[src/rtl/fetch_seq_pkg.sv]
package fetch_seq_pkg;
  typedef enum logic [1:0] {
    ST_IDLE   = 2'd0,
    ST_ALE    = 2'd1,
    ST_HOLD   = 2'd2,
    ST_STROBE = 2'd3
  } fetch_state_e;
endpackage

[src/rtl/fetch_tick_gen.sv]
// Step enable: every clock in double-speed mode, every second clock otherwise.
module fetch_tick_gen (
  input  logic clk_i,
  input  logic rst_ni,
  input  logic run_i,
  input  logic restart_i,
  input  logic dbl_i,
  output logic tick_o
);
  logic sub_q;

  always_ff @(posedge clk_i or negedge rst_ni) begin
    if (!rst_ni)                sub_q <= 1'b0;
    else if (!run_i || restart_i) sub_q <= 1'b0;
    else                        sub_q <= ~sub_q;
  end

  assign tick_o = dbl_i | sub_q;
endmodule

[src/rtl/fetch_req_slot.sv]
// One-entry hold-off slot for requests that arrive mid-fetch.
module fetch_req_slot #(
  parameter int ADDR_W = 16
) (
  input  logic              clk_i,
  input  logic              rst_ni,
  input  logic              req_i,
  input  logic [ADDR_W-1:0] addr_i,
  input  logic              can_start_i,
  output logic              start_o,
  output logic [ADDR_W-1:0] start_addr_o
);
  logic              pend_q;
  logic [ADDR_W-1:0] pend_addr_q;

  assign start_o      = can_start_i && (req_i || pend_q);
  assign start_addr_o = pend_q ? pend_addr_q : addr_i;

  always_ff @(posedge clk_i or negedge rst_ni) begin
    if (!rst_ni) begin
      pend_q      <= 1'b0;
      pend_addr_q <= '0;
    end else if (start_o) begin
      // pending entry consumed; a same-cycle request takes its place
      pend_q <= pend_q && req_i;
      if (pend_q && req_i) pend_addr_q <= addr_i;
    end else if (req_i && !pend_q) begin
      pend_q      <= 1'b1;
      pend_addr_q <= addr_i;
    end
  end
endmodule

[src/rtl/fetch_seq_fsm.sv]
module fetch_seq_fsm
  import fetch_seq_pkg::*;
#(
  parameter int ALE_STEPS    = 2,
  parameter int HOLD_STEPS   = 1,
  parameter int STROBE_STEPS = 3
) (
  input  logic         clk_i,
  input  logic         rst_ni,
  input  logic         tick_i,
  input  logic         start_i,
  output fetch_state_e state_o,
  output logic         fetch_end_o
);
  localparam int MAX_STEPS = (ALE_STEPS > HOLD_STEPS) ?
                             ((ALE_STEPS > STROBE_STEPS) ? ALE_STEPS : STROBE_STEPS) :
                             ((HOLD_STEPS > STROBE_STEPS) ? HOLD_STEPS : STROBE_STEPS);
  localparam int CNT_W = $clog2(MAX_STEPS + 1);

  fetch_state_e     state_q, state_d;
  logic [CNT_W-1:0] cnt_q, cnt_d;
  logic [CNT_W-1:0] last_cnt;
  logic             step_done;

  always_comb begin
    unique case (state_q)
      ST_ALE:    last_cnt = CNT_W'(ALE_STEPS - 1);
      ST_HOLD:   last_cnt = CNT_W'(HOLD_STEPS - 1);
      ST_STROBE: last_cnt = CNT_W'(STROBE_STEPS - 1);
      default:   last_cnt = '0;
    endcase
  end

  assign step_done   = tick_i && (cnt_q == last_cnt) && (state_q != ST_IDLE);
  assign fetch_end_o = step_done && (state_q == ST_STROBE);

  always_comb begin
    state_d = state_q;
    cnt_d   = cnt_q;
    if (start_i) begin
      state_d = ST_ALE;
      cnt_d   = '0;
    end else if (step_done) begin
      cnt_d = '0;
      unique case (state_q)
        ST_ALE:    state_d = ST_HOLD;
        ST_HOLD:   state_d = ST_STROBE;
        default:   state_d = ST_IDLE;
      endcase
    end else if (tick_i && state_q != ST_IDLE) begin
      cnt_d = cnt_q + 1'b1;
    end
  end

  always_ff @(posedge clk_i or negedge rst_ni) begin
    if (!rst_ni) begin
      state_q <= ST_IDLE;
      cnt_q   <= '0;
    end else begin
      state_q <= state_d;
      cnt_q   <= cnt_d;
    end
  end

  assign state_o = state_q;
endmodule

[src/rtl/fetch_seq.sv]
module fetch_seq
  import fetch_seq_pkg::*;
#(
  parameter int ADDR_W       = 16,
  parameter int DATA_W       = 8,
  parameter int ALE_STEPS    = 2,
  parameter int HOLD_STEPS   = 1,
  parameter int STROBE_STEPS = 3
) (
  input  logic                     clk_i,
  input  logic                     rst_ni,
  input  logic                     req_i,
  input  logic [ADDR_W-1:0]        addr_i,
  input  logic                     dbl_speed_i,
  input  logic [DATA_W-1:0]        bus_i,
  output logic [DATA_W-1:0]        bus_o,
  output logic                     bus_oe_o,
  output logic                     ale_o,
  output logic                     psen_no,
  output logic [ADDR_W-DATA_W-1:0] addr_hi_o,
  output logic [DATA_W-1:0]        instr_o,
  output logic                     done_o
);
  fetch_state_e      state;
  logic              tick, fetch_end, start, can_start, mode_q;
  logic [ADDR_W-1:0] start_addr, addr_q;
  logic [DATA_W-1:0] instr_q;
  logic              done_q;

  assign can_start = (state == ST_IDLE) || fetch_end;

  fetch_req_slot #(.ADDR_W(ADDR_W)) u_slot (
    .clk_i        (clk_i),
    .rst_ni       (rst_ni),
    .req_i        (req_i),
    .addr_i       (addr_i),
    .can_start_i  (can_start),
    .start_o      (start),
    .start_addr_o (start_addr)
  );

  fetch_tick_gen u_tick (
    .clk_i     (clk_i),
    .rst_ni    (rst_ni),
    .run_i     (state != ST_IDLE),
    .restart_i (start),
    .dbl_i     (mode_q),
    .tick_o    (tick)
  );

  fetch_seq_fsm #(
    .ALE_STEPS    (ALE_STEPS),
    .HOLD_STEPS   (HOLD_STEPS),
    .STROBE_STEPS (STROBE_STEPS)
  ) u_fsm (
    .clk_i       (clk_i),
    .rst_ni      (rst_ni),
    .tick_i      (tick),
    .start_i     (start),
    .state_o     (state),
    .fetch_end_o (fetch_end)
  );

  always_ff @(posedge clk_i or negedge rst_ni) begin
    if (!rst_ni) begin
      addr_q  <= '0;
      mode_q  <= 1'b0;
      instr_q <= '0;
      done_q  <= 1'b0;
    end else begin
      if (start) begin
        addr_q <= start_addr;
        mode_q <= dbl_speed_i;
      end
      if (fetch_end) instr_q <= bus_i;
      done_q <= fetch_end;
    end
  end

  assign ale_o     = (state == ST_ALE);
  assign bus_oe_o  = (state == ST_ALE) || (state == ST_HOLD);
  assign psen_no   = (state != ST_STROBE);
  assign bus_o     = addr_q[DATA_W-1:0];
  assign addr_hi_o = addr_q[ADDR_W-1:DATA_W];
  assign instr_o   = instr_q;
  assign done_o    = done_q;
endmodule

[config.mk]
export PLATFORM = sky130hd
export DESIGN_NAME = fetch_seq
export DESIGN_NICKNAME = d
export VERILOG_FILES = /design/src/rtl/fetch_seq_pkg.sv /design/src/rtl/fetch_tick_gen.sv /design/src/rtl/fetch_req_slot.sv /design/src/rtl/fetch_seq_fsm.sv /design/src/rtl/fetch_seq.sv
export SDC_FILE = /design/constraint.sdc
export NUM_CORES = 1
export LEC_CHECK = 0
export BUFFER_PORTS_ARGS = -buffer_cell sky130_fd_sc_hd__clkbuf_2
export CAP_MARGIN = 25
export CORE_MARGIN = 10
export CORE_UTILIZATION = 25
export DETAILED_ROUTE_END_ITERATION = 7
export GPL_ROUTABILITY_DRIVEN = 0
export GPL_TIMING_DRIVEN = 0
export PLACE_DENSITY = 0.5
export SLEW_MARGIN = 15
export SYNTH_ARGS = -nofsm -noshare
export SYNTH_HDL_FRONTEND = slang
export SYNTH_SLANG_ARGS = --single-unit
[constraint.sdc]
create_clock -name clk_i -period 3.35 [get_ports clk_i]
set_input_delay 0.67 -clock clk_i [delete_from_list [all_inputs] [get_ports clk_i]]
set_output_delay 0.67 -clock clk_i [all_outputs]
set_load 0.01 [all_outputs]
==> reports/summary.txt, run 1 <==
Initial Util - 26.02%
Max-Cap Viols - 0
Core footprint - 0.009328 mm2
CTS tree - done
WL/cell - 15.31 um
Top cell type's share of synthesized area - 49.48%
Slowest cell on crit path - clkbuf_1
Clock Power Share - 14.2%
Post-Syn Instances - 228
Gr ovfl total - 0
Crit path arrival time - 2650 ps
Sequential power share - 34.4%
Synth cell types - 34
Area Overhead vs Synth - 22.53%
Setup repair bufs after CTS - 0
Row count - 35
Hold crit path type - in -> async
Critical path's most frequent cell - clkbuf_1
Clk_lat worst skew - 300 ps
I/O Buffers - 55
CP startpoint kind - flip-flop
Yosys Warn Count - 0
Peak VDD IR - 245.8 uV
Sequential area share after synthesis - 49.48%
Clock sink total - 48
EDFF count, synth - 0
Mapped Area - 0.002427 mm2
Number of remaining DRC errors - 0
Status - complete, no violations
Psw - 1.246 mW
DR vias/cell - 4.488
Static leakage - 1.445 nW
Rel. slew slack - 49.36%
GRT Resource Usage Total - 9.334%
First-pass GRT wire length - 10780 um
Worst-path fanout max - 10
Fmax achieved - 0.4097 GHz
WL final - 6430 um
CTS Hold Bufs - 0
Top post-synthesis cells by area - dfrtp_1 (49%), mux2i_1 (7.0%), o31ai_1 (4.9%), nand4_1 (4.4%), mux2_2 (4.2%)
ANT nets after route - 0
Final setup TNS - 0 ps
DR pass1 iterations - 4
Die ar. - 0.01405 mm2
RSZ-0062 raised after global routing - no
Share of layout cells above drive strength 1 - 29.55%
Max-slew violation count - 0
DRT iter0 DRCs - 73
Power per cell area - 1003 mW/mm2
Initial antenna violation count - 0
Hold WS - 431.6 ps
Die height - 118.5 um
Largest net degree at the start of global routing - 49
Top-level I/O count - 56
Final setup fails - 0
Fin worst setup slack - 909.0 ps
Critical path required time - 3560 ps
Asr flop ratio synth - 100.0%
Detail Placement HPWL - 4642 um
Clk buf depth - 2
Diode count - 0
Root Buffer Master - clkbuf_8
Ys flop type - dfrtp_1
Worst-path clk slew - 90 ps
Logic pwr share - 51.3%
Worst Tran Pin Value - 759.6 ps
Num CTS Buffers - 5
Hold Vio Cnt, Final - 0
Period utilization - 72.86%
Critical Path End Type - flip-flop
Total vias in the final route - 1885
CP Class - reg -> reg
DIE WIDTH - 118.5 um
Leading area contributor after synthesis - dfrtp_1
Minimum clock period - 2441 ps
Place WS - 902.8 ps
Fin Clk Skew - 3.722 ps
PostCTS Resize Cnt - 0
List of most frequent post-synthesis cells - dfrtp_1 (48), nor2_1 (22), inv_1 (21), mux2i_1 (17), nand4_1 (17)
Int Pwr - 1.738 mW
Cells along the critical path - inv_1, ha_1, clkbuf_1, nor3b_1, o21ai_1, clkbuf_1, nand4_1, o31ai_1
Most frequent cell after synthesis - dfrtp_1
Synthesized Nets - 261
Synthesized area per cell - 10.65 um2
H-tree levels - 2
Nets - 323
Yosys reg bits - 48
Sw Ratio - 41.75%
Vias in the first global route - 2049
CP peak stage delay - 450 ps
-- worst max-delay path: cells and delay by family, from the launching register on --
| family | cells | cell delay (ps) |
|---|---|---|
| AOI/OAI and AO/OA | 2 | 440 |
| DFF | 1 | 430 |
| and+or+nand+nor | 2 | 300 |
| buffers and inverters | 3 | 1000 |
| adders and majority gates | 1 | 190 |
-- path summary, 6_finish.rpt --
path	cells after the start	start	end	slack [ps]
worst max-delay path	8	u_fsm.state_o[0]$_DFFE_PN0P_	u_slot.pend_addr_q[12]$_DFFE_PN0P_	910
worst min-delay path	1	rst_ni	instr_o[5]$_DFFE_PN0P_	430
worst max register to register	8	u_fsm.state_o[0]$_DFFE_PN0P_	u_slot.pend_addr_q[12]$_DFFE_PN0P_	910
worst min register to register	1	instr_o[5]$_DFFE_PN0P_	instr_o[5]$_DFFE_PN0P_	510
max in group asynchronous	1	rst_ni	addr_q[8]$_DFFE_PN0P_	2470
min in group clk_i	1	instr_o[5]$_DFFE_PN0P_	instr_o[5]$_DFFE_PN0P_	510
-- sequential cells by signal, indices dropped and copies added (netlist names) --
register	cells
addr_q	16
done_o	1
instr_o	8
mode_q	1
u_fsm.cnt_q	2
u_fsm.state_o	2
u_slot.pend_addr_q	16
u_slot.pend_q	1
u_tick.sub_q	1
-- final cells by class --
class	instances	area (um2)
multi-input cells	147	1091
well taps	129	161.4
flip-flops and latches	48	1201
inverters	21	78.83
repair buffers	55	277.8
clock inverters	2	35.03
plain buffers	12	56.30
clock buffers	6	72.57
fillers	1005	6354
-- cells by family after synthesis --
| family | Yosys count | synth area share (%) |
|---|---|---|
| compound gates | 43 | 12.78 |
| xor+xnor | 5 | 2.423 |
| fa+ha+maj | 5 | 2.577 |
| buf+inv | 33 | 5.567 |
| flops | 48 | 49.48 |
| mux | 26 | 11.19 |
| simple gates | 68 | 15.98 |
-- metal layers --
| metal | vias up | GRT usage, % | routed length (um) |
|---|---|---|---|
| li1 | 919 | - | - |
| met1 | 938 | 11.17 | 2884 |
| met2 | 23 | 16.11 | 3276 |
| met3 | 5 | 2.427 | 204 |
| met4 | 0 | 2.519 | 64 |
| met5 | - | 0 | 0 |
-- metrics by stage --
step / cells / power, mW / cell area (um2) / utilization (%)
2_1_floorplan: 228 / 2.110 / 2427 / -
3_3_place_gp: 412 / 2.588 / 2864 / 30.70
3_5_place_dp: 412 / 2.615 / 2867 / 30.73
4_1_cts: 420 / 3.056 / 2974 / 31.88
5_1_grt: 420 / 3.261 / 2974 / 31.88
6_report: 420 / 2.983 / 2974 / 31.88
-- power by group through the flow --
stage          registers [mW]  clock network [mW]  logic [mW]
3_3_place_gp             1.03                   0        1.56
2_1_floorplan            1.09                   0        1.02
4_1_cts                  1.03               0.444        1.58
6_report                 1.03               0.425        1.53
3_5_place_dp             1.04                   0        1.57
5_1_grt                  1.06               0.467        1.73
-- cells in the final DEF, fill, tap and decap left out, drive strengths merged, types with 2 or more instances in the layout --
cell,synthesis,final
dfrtp,48,48
nand2,3,3
o21ai,4,4
inv,21,21
a21oi,16,16
buf,5,5
o31ai,16,16
nor2,23,23
nand4,17,17
clkbuf,7,68
mux2i,17,17
ha,5,5
nor2b,16,16
mux2,9,9
nor3,2,2
and2,2,2
xnor2,3,3
o41ai,2,2
xor2,2,2
Note: power is estimated with default switching activity, not from simulation.
==> run 2, diff against run 1 <==
PLACE_DENSITY = 0.52   (was 0.5)
clock period = 2.1 ns   (was 3.35 ns; I/O delays follow)
==> reports/summary.txt, run 2 (same netlist as run 1, synthesis figures left out) <==
Cells along the critical path - ha_1, xor2_4, nor4_4, nand2_2, mux2_2
Critical Path End Type - flip-flop
WL final - 6465 um
Vias in the first global route - 2038
Met1 WL - 2911 um
Num CTS Buffers - 5
Worst-path clk slew - 90 ps
Worst Tran Pin Value - 764.5 ps
WL/cell - 15.11 um
Fmax achieved - 0.4968 GHz
Power per cell area - 1595 mW/mm2
Fillers - 975
Area occupied by multi-input gates - 0.001146 mm2
Core footprint - 0.009328 mm2
Clk buf depth - 2
Period utilization - 95.85%
CP peak stage delay - 420 ps
I/O Buffers - 55
CP startpoint kind - flip-flop
DRT iter0 DRCs - 107
First-pass GRT wire length - 10690 um
Largest net degree at the start of global routing - 49
Leading cell types in the layout, fill and taps excluded - clkbuf_2 (55), dfrtp_1 (48), nor2_1 (22)
Clk_lat worst skew - 300 ps
Met3 WL - 179 um
DIE WIDTH - 118.5 um
CP Class - reg -> reg
Clock sink total - 48
Hold crit path type - in -> async
Die ar. - 0.01405 mm2
Total vias in the final route - 1909
Slowest cell on crit path - dfrtp_1
Diode count - 0
Hold Vio Cnt, Final - 0
Max-slew violation count - 0
DR vias/cell - 4.460
Share of layout cells above drive strength 1 - 34.11%
DR pass1 iterations - 4
Leading cell type in the layout, fill and taps excluded - clkbuf_2
ANT nets after route - 0
Worst-path fanout max - 9
Highest Signal Layer - met4
Status - complete, no violations
Critical path required time - 2280 ps
Met2 wire length - 3325 um
Nets - 331
Die height - 118.5 um
Peak VDD IR - 358.4 uV
CP bufs+invs - 0
Crit path arrival time - 2200 ps
Minimum clock period - 2013 ps
Number of remaining DRC errors - 0
Final setup fails - 0
CTS Hold Bufs - 0
Static leakage - 1.503 nW
Gr ovfl total - 0
Delay-heaviest family, CP - simple AND/OR/NAND/NOR gates
Fin worst setup slack - 87.07 ps
Initial antenna violation count - 0
Final setup TNS - 0 ps
Fin Clk Skew - 11.45 ps
Register area - 0.001201 mm2
Initial Util - 26.02%
CTS tree - done
Area Overhead vs Synth - 27.01%
Place WS - -299.6 ps
Root Buffer Master - clkbuf_8
Rel. slew slack - 49.03%
Max-Cap Viols - 0
GRT Resource Usage Total - 9.136%
Top-level I/O count - 56
H-tree levels - 2
Detail Placement HPWL - 4658 um
Row count - 35
[run 2: changes by cell type in the layout (fill, tap and decap cells not counted), moves of 2 or more]
| cell | previous run | this run |
|---|---|---|
| clkbuf_1 | 8 | 4 |
| xor2_4 | 0 | 2 |
| buf_4 | 2 | 11 |
| xor2_2 | 2 | 0 |
[run 2: metrics by stage]
step	hold WS, ps	utilization (%)	cell area [um2]	std cells	power, mW
2_1_floorplan	124.4	-	2427	228	3.366
3_3_place_gp	488.4	30.70	2864	412	4.113
3_5_place_dp	494.1	30.73	2867	412	4.166
4_1_cts	209.2	32.26	3009	424	4.882
5_1_grt	231.5	33.05	3083	428	5.348
6_report	179.3	33.05	3083	428	4.918
[run 2: final cells by class]
type                       count  area share, %
sequential                    48          38.96
multi-input combinational    147          37.18
timing repair buffer          63          10.96
tap                          129          5.235
clock buffer                   6          2.679
inverter                      21          2.557
buffer                        12          2.110
clock inverter                 2         0.3247
[run 2: power breakdown]
group	switching (mW)	internal, mW
logic	1.49	1.20
clock network	0.323	0.264
registers	0.262	1.38
[run 2: final timing paths]
kind | end | slack, ps | from | cells after the start
setup / recovery | instr_o[0]$_DFFE_PN0P_ | 90 | u_fsm.state_o[0]$_DFFE_PN0P_ | 5
hold / removal | instr_o[4]$_DFFE_PN0P_ | 180 | rst_ni | 1
setup reg to reg | instr_o[0]$_DFFE_PN0P_ | 90 | u_fsm.state_o[0]$_DFFE_PN0P_ | 5
hold reg to reg | instr_o[6]$_DFFE_PN0P_ | 510 | instr_o[6]$_DFFE_PN0P_ | 1
max in group asynchronous | u_slot.pend_addr_q[9]$_DFFE_PN0P_ | 1460 | rst_ni | 1
min in group clk_i | u_slot.pend_addr_q[5]$_DFFE_PN0P_ | 340 | addr_i[5] | 3
[run 2: what timing repair did]
item	in CTS	in global routing
pin swaps	2	3
setup endpoints to repair	37	30
buffers inserted	4	4
hold endpoints to repair	0	0
gates resized for setup	6	10
[run 2: metal layers]
layer  GRT usage [%]  up-vias
met5               0        -
met2           16.22       34
met4           2.443        0
met3           1.999        4
met1           10.80      937
li1                -      934
[run 2: worst register-to-register path: cells and delay by family (launching register included)]
kind	cells	cell delay, ps
DFF	1	420
xor gates and xnor gates	1	250
adders and majority gates	1	300
and+or+nand+nor	2	610
muxes	1	320
==> run 3, diff against run 2 <==
CORE_MARGIN = 2   (was 10)
PLACE_DENSITY = 0.5   (was 0.52)
SETUP_SLACK_MARGIN = 0.3   (was not set)
clock period = 2.03 ns   (was 2.1 ns; I/O delays follow)
==> reports/summary.txt, run 3 (same netlist as run 1, synthesis figures left out) <==
Leading cell type in the layout, fill and taps excluded - clkbuf_2
Clock Power Share - 10.3%
Placed Cells - 412
Gr ovfl total - 0
Peak VDD IR - 704.5 uV
Hold Vio Cnt, Final - 0
Crit path arrival time - 2090 ps
Area Overhead vs Synth - 42.11%
Delay-heaviest family, CP - compound AO/OA/AOI/OAI gates
Fmax achieved - 0.5385 GHz
Detail Placement HPWL - 4058 um
Top-level I/O count - 56
Vias in the first global route - 1988
Root Buffer Master - clkbuf_8
Number of remaining DRC errors - 0
Leading cell types in the layout, fill and taps excluded - clkbuf_2 (56), dfrtp_1 (46), inv_1 (19)
Largest net degree at the start of global routing - 49
Max-Cap Viols - 0
Initial Util - 26.02%
CTS Hold Bufs - 0
Die ar. - 0.01051 mm2
Utilization after layout - 36.98%
Final Non-Filler Cells - 438
WL final - 6333 um
Diode count - 0
DR vias/cell - 4.530
ANT nets after route - 0
Sequential power share - 29.6%
Hold WS - 162.9 ps
Row count - 35
Hold crit path type - in -> async
Worst r2r dst - addr_q[14]$_DFFE_PN0P_
WL/cell - 14.46 um
Cells along the critical path - inv_2, ha_4, xor2_4, o41ai_4, buf_6, buf_12, nor2_1, a21oi_1
CP startpoint kind - flip-flop
Nets - 341
Clk_lat worst skew - 300 ps
Power per cell area - 1725 mW/mm2
RSZ-0062 raised after global routing - yes
DR pass1 iterations - 4
Slowest cell on crit path - dfrtp_2
CP bufs+invs - 3
Fin Clk Skew - 10.17 ps
Static leakage - 1.616 nW
Clk buf depth - 2
Die height - 102.5 um
Sw Ratio - 41.46%
R2R Path Start - u_fsm.state_o[1]$_DFFE_PN0P_
H-tree levels - 2
First-pass GRT wire length - 10360 um
DRT iter0 DRCs - 122
CP Class - reg -> reg
Max-slew violation count - 0
Status - complete, no violations
DIE WIDTH - 102.5 um
Total power - 5.949 mW
Final setup TNS - 0 ps
Critical Path End Type - flip-flop
Num CTS Buffers - 5
Clock sink total - 48
CTS tree - done
Worst-path clk slew - 100 ps
Total vias in the final route - 1984
CP peak stage delay - 440 ps
Minimum clock period - 1857 ps
I/O Buffers - 55
Final setup fails - 0
Worst-path fanout max - 6
Psw - 2.466 mW
Logic pwr share - 60.0%
Core footprint - 0.009328 mm2
Share of layout cells above drive strength 1 - 47.25%
Worst r2r path cells - 8
Worst R2R Setup Slack - 170 ps
Period utilization - 91.47%
Initial antenna violation count - 0
Worst Tran Pin Value - 681.5 ps
GRT Resource Usage Total - 12.66%
Critical path required time - 2260 ps
Int Pwr - 3.483 mW
Rel. slew slack - 54.57%
-- run 3: worst max path at each step --
stage	startpoint	end	slack, ps	depth (start not counted)
4_1_cts	u_fsm.state_o[0]$_DFFE_PN0P_	addr_q[14]$_DFFE_PN0P_	180	7
5_1_grt	u_fsm.state_o[1]$_DFFE_PN0P_	addr_q[12]$_DFFE_PN0P_	70	8
6_report	u_fsm.state_o[1]$_DFFE_PN0P_	addr_q[14]$_DFFE_PN0P_	170	8
3_5_place_dp	u_fsm.state_o[1]$_DFFE_PN0P_	addr_q[2]$_DFFE_PN0P_	-170	6
2_1_floorplan	u_fsm.state_o[0]$_DFFE_PN0P_	mode_q$_DFFE_PN0P_	200	4
3_3_place_gp	u_fsm.state_o[1]$_DFFE_PN0P_	addr_q[0]$_DFFE_PN0P_	-150	6
-- run 3: per-stage QoR --
stage          instance area (um2)  setup slack (ps)
2_1_floorplan                 2495             198.9
3_3_place_gp                  2932            -150.8
3_5_place_dp                  2934            -174.6
4_1_cts                       3309             181.5
5_1_grt                       3450             74.25
6_report                      3450             173.1
-- run 3: layout make-up --
cell class,instances,area (um2)
fill,969,5878
clock inverter,1,7.507
buffer,12,135.1
timing repair buffer,72,447.9
clock buffer,7,86.33
tap,129,161.4
multi-input combinational,148,1329
sequential,48,1204
inverter,21,78.83
-- run 3: routing by layer --
metal | vias to the layer above | track usage, % | share of wire (%)
met4 | 0 | 2.462 | 0.44
met1 | 954 | 18.22 | 47
li1 | 964 | - | -
met3 | 2 | 2.847 | 5.7
met2 | 64 | 19.66 | 47
met5 | - | 0 | 0
-- run 3: power by group through the flow --
stage	combinational [mW]	sequential [mW]	clock, mW
after floorplan	1.79	1.82	0
after global placement	2.63	1.74	0
after detailed placement	2.65	1.75	0
after CTS	3.29	1.74	0.632
after global routing	3.91	1.83	0.675
final	3.57	1.76	0.614
-- run 3: repair_timing --
action | in CTS | in global routing
pin swaps | 9 | 3
buffers inserted | 14 | 2
endpoints found under the setup margin | 45 | 46
gates resized for setup | 39 | 30
cloned | 2 | 0
